<file path="src/rtl/slvmatch_pkg.sv">
package slvmatch_pkg;
  typedef enum logic [0:0] {
    ACK_IDLE = 1'b0,
    ACK_WAIT = 1'b1
  } ack_state_t;

  typedef struct packed {
    logic hit;
    logic gc;
    logic tx;
  } match_result_t;
endpackage

</file>
<file path="src/rtl/slvmatch_compare.sv">
module slvmatch_compare #(
  parameter int AW = 7,
  localparam int BW = AW + 1
) (
  input  logic [BW-1:0] rx_byte,
  input  logic [AW-1:0] own_addr,
  input  logic [AW-1:0] addr_mask,
  input  logic          gc_enable,
  input  logic          slave_inhibit,
  output logic          own_hit,
  output logic          gc_hit,
  output logic          accept
);
  logic [AW-1:0] bit_ok;

  // One comparator cell per address bit; bit 0 of the byte is the direction.
  for (genvar i = 0; i < AW; i++) begin : g_bit
    assign bit_ok[i] = ~addr_mask[i] | (rx_byte[i+1] ~^ own_addr[i]);
  end

  function automatic logic is_gc_pattern(input logic [BW-1:0] b);
    return (b == '0);
  endfunction

  assign own_hit = &bit_ok;
  assign gc_hit  = gc_enable & is_gc_pattern(rx_byte);
  assign accept  = ~slave_inhibit & (own_hit | gc_hit);
endmodule

</file>
<file path="src/rtl/slvmatch_result.sv">
module slvmatch_result
  import slvmatch_pkg::*;
(
  input  logic          clk,
  input  logic          rst_n,
  input  logic          strobe,
  input  match_result_t next_res,
  output match_result_t res_q
);
  always_ff @(posedge clk or negedge rst_n) begin
    if (!rst_n) res_q <= '0;
    else if (strobe) res_q <= next_res;
  end
endmodule

</file>
<file path="src/rtl/slvmatch_ack.sv">
module slvmatch_ack
  import slvmatch_pkg::*;
(
  input  logic clk,
  input  logic rst_n,
  input  logic strobe,
  input  logic accept,
  input  logic hw_ack_en,
  input  logic ack_dec_valid,
  input  logic ack_dec,
  output logic ack_request,
  output logic ack_valid,
  output logic ack_value,
  output logic dec_taken
);
  ack_state_t state_q, state_d;
  logic       vld_d, val_d;
  logic       vld_q, val_q;

  assign dec_taken = (state_q == ACK_WAIT) & ack_dec_valid & ~strobe;

  always_comb begin
    state_d = state_q;
    vld_d   = 1'b0;
    val_d   = val_q;
    if (strobe) begin
      state_d = (accept & ~hw_ack_en) ? ACK_WAIT : ACK_IDLE;
      if (accept & hw_ack_en) begin
        vld_d = 1'b1;
        val_d = 1'b1;
      end
    end else if (dec_taken) begin
      state_d = ACK_IDLE;
      vld_d   = 1'b1;
      val_d   = ack_dec;
    end
  end

  always_ff @(posedge clk or negedge rst_n) begin
    if (!rst_n) begin
      state_q <= ACK_IDLE;
      vld_q   <= 1'b0;
      val_q   <= 1'b0;
    end else begin
      state_q <= state_d;
      vld_q   <= vld_d;
      val_q   <= val_d;
    end
  end

  assign ack_request = (state_q == ACK_WAIT);
  assign ack_valid   = vld_q;
  assign ack_value   = val_q;
endmodule

</file>
<file path="src/rtl/slave_addr_matcher.sv">
module slave_addr_matcher
  import slvmatch_pkg::*;
#(
  parameter int AW = 7,
  localparam int BW = AW + 1
) (
  input  logic          clk,
  input  logic          rst_n,
  input  logic          byte_valid,
  input  logic [BW-1:0] rx_byte,
  input  logic [AW-1:0] own_addr,
  input  logic [AW-1:0] addr_mask,
  input  logic          gc_enable,
  input  logic          slave_inhibit,
  input  logic          hw_ack_en,
  input  logic          auto_dir_en,
  input  logic          ack_dec_valid,
  input  logic          ack_dec,
  output logic          addressed,
  output logic          gc_match,
  output logic          tx_mode,
  output logic          ack_request,
  output logic          ack_valid,
  output logic          ack_value
);
  logic          own_hit, gc_hit, accept, dec_taken;
  match_result_t next_res, res_q;

  slvmatch_compare #(.AW(AW)) u_cmp (
    .rx_byte(rx_byte), .own_addr(own_addr), .addr_mask(addr_mask),
    .gc_enable(gc_enable), .slave_inhibit(slave_inhibit),
    .own_hit(own_hit), .gc_hit(gc_hit), .accept(accept)
  );

  always_comb begin
    next_res.hit = accept;
    next_res.gc  = accept & gc_hit;
    next_res.tx  = accept & hw_ack_en & auto_dir_en & rx_byte[0];
  end

  slvmatch_result u_res (
    .clk(clk), .rst_n(rst_n), .strobe(byte_valid),
    .next_res(next_res), .res_q(res_q)
  );

  slvmatch_ack u_ack (
    .clk(clk), .rst_n(rst_n), .strobe(byte_valid), .accept(accept),
    .hw_ack_en(hw_ack_en), .ack_dec_valid(ack_dec_valid), .ack_dec(ack_dec),
    .ack_request(ack_request), .ack_valid(ack_valid), .ack_value(ack_value),
    .dec_taken(dec_taken)
  );

  assign addressed = res_q.hit;
  assign gc_match  = res_q.gc;
  assign tx_mode   = res_q.tx;
endmodule

</file>
<file path="config.mk">
export PLATFORM = sky130hd
export DESIGN_NAME = slave_addr_matcher
export DESIGN_NICKNAME = d
export VERILOG_FILES = /design/src/rtl/slvmatch_pkg.sv /design/src/rtl/slvmatch_compare.sv /design/src/rtl/slvmatch_result.sv /design/src/rtl/slvmatch_ack.sv /design/src/rtl/slave_addr_matcher.sv
export SDC_FILE = /design/constraint.sdc
export NUM_CORES = 1
export LEC_CHECK = 0
export BUFFER_PORTS_ARGS = -buffer_cell sky130_fd_sc_hd__buf_2
export CORE_AREA = 4 4 41 43
export DETAILED_ROUTE_END_ITERATION = 6
export DIE_AREA = 0 0 45 47
export PLACE_DENSITY = 0.76
export SYNTH_ARGS = -nofsm -noshare
export SYNTH_HDL_FRONTEND = slang
export SYNTH_SLANG_ARGS = --single-unit
</file>
<file path="constraint.sdc">
create_clock -name clk -period 1.4 [get_ports clk]
set_input_delay 0.14 -clock clk [delete_from_list [all_inputs] [get_ports clk]]
set_output_delay 0.14 -clock clk [all_outputs]
set_load 0.01 [all_outputs]
</file>
==> results.cfg, run 1 <==
[clocking]
cts.sinks = 6
cts_resized = 0
cts_max_level = 1
cts_hold_buf = 1
cts_made_buffers = 3
clk_path_buf_depth = 2
cts_root_buffer = clkbuf_4
cts_tree = yes
clock_latency_ps = 250
clk_pin_slew_ps = 50
cts_setup_buffers = 0

[route]
wl_per_cell_um = 11.8
drt_drc_violations_left = 0
wirelength_um = 1130
drtIter0Drc = 0
drtAntennaViolNets = 0
dr_total_vias = 475
avgViaCountPerCell = 4.95
top_layer = met4
met2_length_um = 526
wl_met1_um = 431
met3_length_um = 152
first_pass_iters = 1

[yosys]
synthTopCellsByArea = dfrtp_1 37%, xor2_1 15%, nand2b_1 4.7%, nand3_1 3.7%, a22oi_1 3.7%
syn_area_um2 = 402
synth_compound_area_share_pct = 18.1
synth.most_common_cell = xor2_1
synth_simple_gate_area_share_pct = 27.4
synth_edf_count = 0
synth_top_family_by_area = simple AND/OR/NAND/NOR gates
synth_common_cells = 7 x xor2_1, 6 x dfrtp_1, 3 x nand2b_1, 3 x nand3_1
synthCells = 41
ys.flop_type = dfrtp_1
synth_seq_cells = 6
yosysUniqueCellTypes = 23
synth.area.mux_share_pct = 0
syn_nets = 72
synth_top_area_share_pct = 37.4
synth_seq_area_share_pct = 37.4
yosysWarnings = 0
synthXorXnorAreaFrac_pct = 15.3
synth_fa_ha_area_share_pct = 0
syn_area_per_cell_um2 = 9.80
async_reset_ff_share_pct = 100
yosysTopAreaCell = dfrtp_1

[final_layout]
area_growth_syn_to_layout_pct = 57.6
layout.nets = 114
drive_gt1_share_pct = 51.9
diodes = 0

[placed_design]
gp_congestion = 0.724
port_buffers = 36

[power]
switching_share_pct = 25.8
power_frac_clock_pct = 35.6
p_per_area_nw_per_um2 = 714
comb_power_share_pct = 24.2
intPower_w = 0.000335
peakVddDrop_uv = 293
seqPwrFrac_pct = 40.2
p_leak_nw = 0.342
power.switching_w = 0.000117

[critical_path]
slowest_stage = dfrtp_1
startpoint_type = flip-flop
path_buf_inv = 0
path_cells = and3b_1 -> or3_1 -> o21ai_0 -> a21oi_2
cp_max_fo = 4
arrival_ps = 1300
critPathCaptureType = flip-flop
crit_type = flip-flop to flip-flop
critPathTopFamily = simple AND/OR/NAND/NOR gates
worstPathRequired_ps = 1530
critPathMaxStageDelay_ps = 400

[grt]
antenna_found_initial = 0
grt_pass1_vias = 471
grt_pass1_wl_um = 1830
track_usage_pct = 12.7
grt_max_degree = 9
gr-total-overflow = 0

[timing]
finalClockSkew_ps = 0.186
fmax_mhz = 854
fin_crit_sh_pct = 83.7
setup_viol = 0
rsz0062_at_grt = no
hold_violations = 0
finalSetupTns_ps = 0
period_needed_ps = 1170
slew_viol_final = 0
worstMarginPinSlew_ps = 282
hold_ws_ps = 169
relSlewSlack_pct = 81.0

[floorplan]
core_um2 = 1300
io_pins = 37
initial_core_util_pct = 30.9
die_h_um = 47
die_w_um = 45
std_cell_rows = 13
die_area_um2 = 2120

[flow_run]
drv_cap = 0

[hold_path]
hold_path.class = input port to flip-flop

[status]
status = finished clean
flip-flops by register name, summed over array words and instances, names as in the netlist:
| signal | count |
|---|---|
| u_ack.ack_valid | 1 |
| u_ack.ack_value | 1 |
| u_ack.ack_request | 1 |
| u_res.res_q | 3 |
metrics by stage:
stage / power, W / cells / util [%] / cell area, um^2 / setup WS [ps]
2_1_floorplan: 0.000227 / 41 / - / 402 / 242
3_3_place_gp: 0.000290 / 92 / 46.2 / 601 / 241
3_5_place_dp: 0.000293 / 92 / 46.2 / 601 / 203
4_1_cts: 0.000459 / 96 / 48.7 / 633 / 219
5_1_grt: 0.000478 / 96 / 48.7 / 633 / 155
6_report: 0.000452 / 96 / 48.7 / 633 / 228
layout by cell type (no fill, tap or decap), drive strengths merged:
cell         instances
nand4                1
a21oi                2
xor2                 7
nor3b                1
o221ai               1
nand2b               3
a31oi                1
nand3                3
nand3b               1
buf                 36
a22oi                3
and4bb               1
dfrtp                6
dlygate4sd3          1
clkbuf               3
and3b                1
nor2                 1
o21ai                2
nor3                 1
o22ai                1
or3                  1
or2                  1
inv                  2
nor4                 1
worst reg2reg max path, stage by stage (launching register included):
cell	delay, ps
dfrtp_1	400
and3b_1	210
or3_1	290
o21ai_0	110
a21oi_2	40
power groups by stage:
stage               Combinational [W]  Clock, W  Sequential [W]
CTS                          0.000111  0.000166        0.000182
global placement             0.000106         0        0.000184
detailed placement           0.000109         0        0.000184
global route                 0.000123  0.000172        0.000182
finish                       0.000110  0.000161        0.000182
floorplan                   0.0000402         0        0.000187
cell type report:
cell class              instances  area, um^2
fillers                       134         668
flip-flops and latches          6         150
multi-input cells              33         244
inverters                       2        7.51
repair buffers                 37         190
clock buffers                   3        22.5
well taps                      15        18.8
cell families after synthesis:
| family | Yosys count |
|---|---|
| AOI/OAI and AO/OA | 10 |
| DFF | 6 |
| buffers and inverters | 2 |
| xor gates and xnor gates | 7 |
| and+or+nand+nor | 16 |
per-layer routing:
layer / track usage [%] / up-vias
met5: 0 / -
met4: 8.77 / 0
met3: 3.83 / 3
met2: 22.0 / 34
met1: 13.2 / 205
li1: - / 233
worst paths after layout:
path	depth (start not counted)	endpoint	slack, ps	startpoint
worst max-delay path	4	u_ack.ack_value$_DFFE_PN0P_	230	u_ack.ack_request$_DFFE_PN0P_
worst min-delay path	2	u_ack.ack_request$_DFFE_PN0P_	170	ack_dec_valid
worst max register to register	4	u_ack.ack_value$_DFFE_PN0P_	230	u_ack.ack_request$_DFFE_PN0P_
worst min register to register	2	u_res.res_q[2]$_DFFE_PN0P_	500	u_res.res_q[2]$_DFFE_PN0P_
max in group asynchronous	2	u_res.res_q[0]$_DFFE_PN0P_	1020	rst_n
min in group asynchronous	2	u_ack.ack_valid$_DFF_PN0_	240	rst_n
Note: power is estimated with default switching activity, not from simulation.
==> run 2, diff against run 1 <==
Settings changed: ABC_AREA set to 1, PLACE_DENSITY 0.76 to 0.8.
Clock period 1.4 ns to 1.15 ns, I/O delays scaled along.
==> run 2 against run 1 <==
Against the previous run: count of clock-buffer cells in the layout unchanged; setup slack better by 12 ps; flip-flop and latch count is the same; register-to-register slack improved by 110 ps; first-iteration DRC count is 8 higher; hold slack got worse by 80 ps; largest cell class unchanged.
==> results.cfg, run 2 <==
[route]
wl_per_cell_um = 9.41
drtIter0Drc = 8
drtAntennaViolNets = 0
wl_met1_um = 510
wirelength_um = 1250
dr_total_vias = 581
avgViaCountPerCell = 4.37
met2_length_um = 653
met3_length_um = 71
drt_drc_violations_left = 0
first_pass_iters = 3
top_layer = met4

[yosys]
yosysWarnings = 0
syn_area_per_cell_um2 = 5.89
async_reset_ff_share_pct = 100
synth_seq_area_share_pct = 32.7
synth_top_area_share_pct = 32.7
synth.most_common_cell = nand2_1
yosysTopAreaCell = dfrtp_1
syn_area_um2 = 459
synth_common_cells = 31 x nand2_1, 15 x inv_1, 10 x nand3_1
ys.flop_type = dfrtp_1
synth_edf_count = 0
yosysUniqueCellTypes = 12
synthCells = 78
syn_nets = 109
synthTopCellsByArea = dfrtp_1 33%, nand2_1 25%, inv_1 12%, nand3_1 11%, nor2_1 5.7%
synth_seq_cells = 6

[timing]
relSlewSlack_pct = 89.3
hold_ws_ps = 88.8
rsz0062_at_grt = no
fin_ws_ps = 241
finalClockSkew_ps = 1.02
fmax_mhz = 1100
fin_crit_sh_pct = 79.1
setup_viol = 0
slew_viol_final = 0
hold_violations = 0
worstMarginPinSlew_ps = 159
period_needed_ps = 909

[final_layout]
area_growth_syn_to_layout_pct = 50.4
finalNonFillerCells = 133
final_common_cell = buf_2
diodes = 0
top_register = u_res.res_q
multi_input_area_um2 = 253
drive_gt1_share_pct = 37.3
num-fill-cells = 138
largest_reg_flops = 3
layout.nets = 151
final_cell_mix = 36 x buf_2, 31 x nand2_1, 15 x inv_1
post-route-util_pct = 53.1
regArea_um2 = 150

[critical_path]
path_cells = buf_2 -> or2_1 -> nor3_2 -> nand2_1 -> nand2_2 -> nand3_2 -> nand2_2 -> nand2_1 -> nand2_1
critPathMaxStageDelay_ps = 230
crit_path_frequent_cell = nand2_1
cp_max_fo = 3
worstPathRequired_ps = 1340
critPathCaptureType = flip-flop
slowest_stage = or2_1
crit_type = input port to flip-flop
critPathTopFamily = simple AND/OR/NAND/NOR gates
arrival_ps = 1100
path_buf_inv = 1
startpoint_type = input port

[power]
peakVddDrop_uv = 634
p_leak_nw = 0.453
seqPwrFrac_pct = 39.6
power.switching_w = 0.000174
intPower_w = 0.000428
power_frac_clock_pct = 33.1
p_per_area_nw_per_um2 = 871
comb_power_share_pct = 27.2
switching_share_pct = 28.9

[clocking]
cts.sinks = 6
clk_pin_slew_ps = 50
cts_root_buffer = clkbuf_4
cts_max_level = 1
cts_tree = yes
cts_resized = 0
clock_latency_ps = 250
cts_made_buffers = 3
clk_path_buf_depth = 2

[floorplan]
std_cell_rows = 13
die_w_um = 45
core_um2 = 1300
die_h_um = 47
initial_core_util_pct = 35.3
io_pins = 37
die_area_um2 = 2120

[hold_path]
hold_path.class = input port to flip-flop

[flow_run]
drv_cap = 0

[placed_design]
dp.cells = 129
place_hpwl_um = 1100
pre_cts_slack_ps = -18.7
port_buffers = 36
gp_congestion = 0.833

[grt]
grt_pass1_vias = 537
grt_max_degree = 7
track_usage_pct = 13.4
gr-total-overflow = 0
antenna_found_initial = 0
grt_pass1_wl_um = 2060

[status]
status = finished clean
-- run 2: cell count changes in the layout (fill, tap and decap cells not counted), sizes merged, moves of 2 or more --
cell,before,now
xor2,7,0
a21oi,2,0
nor2,1,7
nand2,0,33
a22oi,3,0
nand2b,3,0
nand3,3,11
inv,2,15
-- run 2: cell families (layout without fill, tap and decap cells) --
kind of cell    after synthesis  after routing  synth area share (%)
simple gates                 54             54                  51.8
compound gates                3              3                  3.27
flops                         6              6                  32.7
buf+inv                      15             55                  12.3
-- run 2: power groups by stage --
stage	Sequential, W	Combinational [W]	Clock [W]
CTS	0.000237	0.000166	0.000201
global placement	0.000240	0.000159	0
finish	0.000238	0.000164	0.000199
global route	0.000238	0.000190	0.000226
floorplan	0.000248	0.0000663	0
detailed placement	0.000240	0.000163	0
-- run 2: routing by layer --
layer,track usage (%),vias up
met5,0,-
met4,5.26,0
met3,3.83,2
met2,22.6,15
met1,16.0,248
li1,-,316
-- run 2: layout make-up --
cell class | instances | share of cell area (%)
Tap cell | 15 | 2.72
Inverter | 15 | 8.15
Clock buffer | 3 | 3.26
Timing Repair Buffer | 37 | 27.5
Multi-Input combinational cell | 57 | 36.6
Sequential cell | 6 | 21.7
-- run 2: final timing paths --
| check | end | from | slack [ps] | cells past startpoint |
|---|---|---|---|---|
| max in group asynchronous | u_res.res_q[1]$_DFFE_PN0P_ | rst_n | 790 | 2 |
| min in group asynchronous | u_res.res_q[2]$_DFFE_PN0P_ | rst_n | 220 | 2 |
| worst min register to register | u_res.res_q[1]$_DFFE_PN0P_ | u_res.res_q[1]$_DFFE_PN0P_ | 480 | 2 |
| worst max register to register | u_ack.ack_value$_DFFE_PN0P_ | u_ack.ack_request$_DFFE_PN0P_ | 340 | 4 |
| worst min-delay path | u_ack.ack_request$_DFFE_PN0P_ | hw_ack_en | 90 | 2 |
| worst max-delay path | u_ack.ack_value$_DFFE_PN0P_ | rx_byte[1] | 240 | 9 |
-- run 2: what timing repair did --
item                      in CTS  in global routing
hold buffers                   1                  0
hold endpoints to repair       6                  0
buffers inserted               0                  0
-- run 2: per-stage QoR --
step | area (um^2) | setup TNS (ps) | power, W
finish | 691 | 0 | 0.000601
global route | 691 | 0 | 0.000654
global placement | 658 | 0 | 0.000399
detailed placement | 658 | -18.7 | 0.000403
CTS | 691 | 0 | 0.000604
floorplan | 459 | 0 | 0.000314
==> run 3, diff against run 2 <==
Settings changed: CORE_AREA 4 4 41 43 to unset, CORE_MARGIN set to 4, CORE_UTILIZATION set to 33, DIE_AREA 0 0 45 47 to unset.
Clock period 1.15 ns to 0.8 ns, I/O delays scaled along.
==> run 3 against run 2 <==
Against the previous run: the run now ends with setup timing left; design area is 10% higher; register-to-register slack worse by 350 ps; utilization rose by 5.5 points; critical endpoint is now ack_request; via count up 4.3%; largest power group unchanged; clock skew is 1.9 ps higher; critical path type is now flip-flop to output port; hold slack worse by 59 ps; routed wire length barely moved; clock power is 38% higher; count of clock-buffer cells in the layout is the same; power grew 50%.
==> results.cfg, run 3 (same netlist as run 2, synthesis figures left out) <==
[grt]
grtUsageMet2_pct = 23.7
grt.met1_usage_pct = 12.3
grt_pass1_wl_um = 1930
gr-total-overflow = 0
grt_pass1_vias = 558
busiest_layer = met2
antenna_found_initial = 0
grt_max_degree = 7
track_usage_pct = 12.8
use_met3_pct = 3.98

[clocking]
cts.sinks = 6
cts_max_level = 1
cts_tree = yes
cts_root_buffer = clkbuf_4
clk_path_buf_depth = 2
clock_latency_ps = 240
clk_pin_slew_ps = 40
cts_made_buffers = 3

[critical_path]
endpoint = ack_request
path_buf_inv = 1
crit_type = flip-flop to output port
arrival_ps = 770
r2r_cells = 4
cp_max_fo = 3
critPathTopFamily = flip-flops
regToRegSetupSlack_ps = -10
critPathCaptureType = output port
r2r-end = u_ack.ack_value$_DFFE_PN0P_
critPathMaxStageDelay_ps = 380
worstPathRequired_ps = 720
reg2reg_from = u_ack.ack_request$_DFFE_PN0P_
critPathLaunch = u_ack.ack_request$_DFFE_PN0P_
slowest_stage = dfrtp_1
crit_cells = 1
path_cells = buf_2
startpoint_type = flip-flop

[power]
p_leak_nw = 0.482
p_per_area_nw_per_um2 = 1190
peakVddDrop_uv = 435
power.total_w = 0.000904

[floorplan]
io_pins = 37
die_h_um = 45.3
die_w_um = 45.3
core_um2 = 1300
die_area_um2 = 2050
std_cell_rows = 13
initial_core_util_pct = 35.3

[placed_design]
pre_cts_slack_ps = -272
gp_congestion = 0.772
place_hpwl_um = 1080
placed_area_um2 = 676
port_buffers = 36
dp.cells = 131

[timing]
worstMarginPinSlew_ps = 157
fmax_mhz = 1180
fin_ws_ps = -48.8
hold_violations = 0
setup_viol = 6
slew_viol_final = 0
period_needed_ps = 849
rsz0062_at_grt = yes
relSlewSlack_pct = 89.5
finalClockSkew_ps = 2.93
fin_crit_sh_pct = 106

[final_layout]
layout.nets = 155
final_common_cell = buf_2
largest_reg_flops = 3
drive_gt1_share_pct = 41.8
final_cell_mix = 32 x buf_2, 30 x nand2_1, 15 x inv_1
design_area_um2 = 762
finalNonFillerCells = 137
post-route-util_pct = 58.6
area_growth_syn_to_layout_pct = 65.9
top_register = u_res.res_q
diodes = 0

[route]
drt_drc_violations_left = 0
avgViaCountPerCell = 4.42
wl_per_cell_um = 9.14
dr_total_vias = 606
wirelength_um = 1250
first_pass_iters = 4
drtIter0Drc = 2
drtAntennaViolNets = 0

[hold_path]
hold_path.class = input port to flip-flop

[status]
status = finished, violations left
violations = setup timing

[flow_run]
drv_cap = 0
## run 3: how the worst min path moves through the flow
stage | start | endpoint | slack [ps] | depth (start not counted)
final | hw_ack_en | u_ack.ack_request$_DFFE_PN0P_ | 30 | 2
after global routing | hw_ack_en | u_ack.ack_request$_DFFE_PN0P_ | 20 | 2
after CTS | hw_ack_en | u_ack.ack_request$_DFFE_PN0P_ | 20 | 2
after detailed placement | rst_n | u_res.res_q[2]$_DFFE_PN0P_ | -90 | 1
after global placement | rst_n | u_res.res_q[2]$_DFFE_PN0P_ | -90 | 1
after floorplan | rst_n | u_ack.ack_request$_DFFE_PN0P_ | -220 | 0
## run 3: stage by stage
step / hold WS, ps / TNS, ps
global placement: -94.1 / -1100
finish: 29.4 / -147
floorplan: -216 / -152
global route: 23.2 / -586
CTS: 23.7 / -223
detailed placement: -89.4 / -1370
## run 3: layout make-up
cell class                 count  area (um^2)
tap                           15         18.8
fill                         142          539
sequential                     6          150
inverter                      15         56.3
timing repair buffer          41          245
multi-input combinational     57          269
clock buffer                   3         22.5
## run 3: worst reg2reg max path: stages (launching register included)
cell and delay (ps):
dfrtp_1 380, nand3_1 130, nand2_2 70, nand2_1 50, nand2_1 50
## run 3: where the power goes
group | switching (W) | internal (W) | total, W | leakage [nW]
logic | 0.000137 | 0.000155 | 0.000292 | 0.386
clock network | 0.000104 | 0.000169 | 0.000274 | 0.0138
registers | 0.00000992 | 0.000328 | 0.000338 | 0.0820
## run 3: timing repair
action | CTS | global route
setup buffers | 2 | 0
endpoints found under the hold margin | 6 | 0
pin swaps | 1 | 2
endpoints found under the setup margin | 8 | 12
hold buffers | 1 | 0
resized for setup | 1 | 9
## run 3: metal layers
metal  wire length (um)  share of wire [%]
met5                  0                  0
met4                  6               0.48
met3                201                 16
met2                600                 48
met1                443                 35
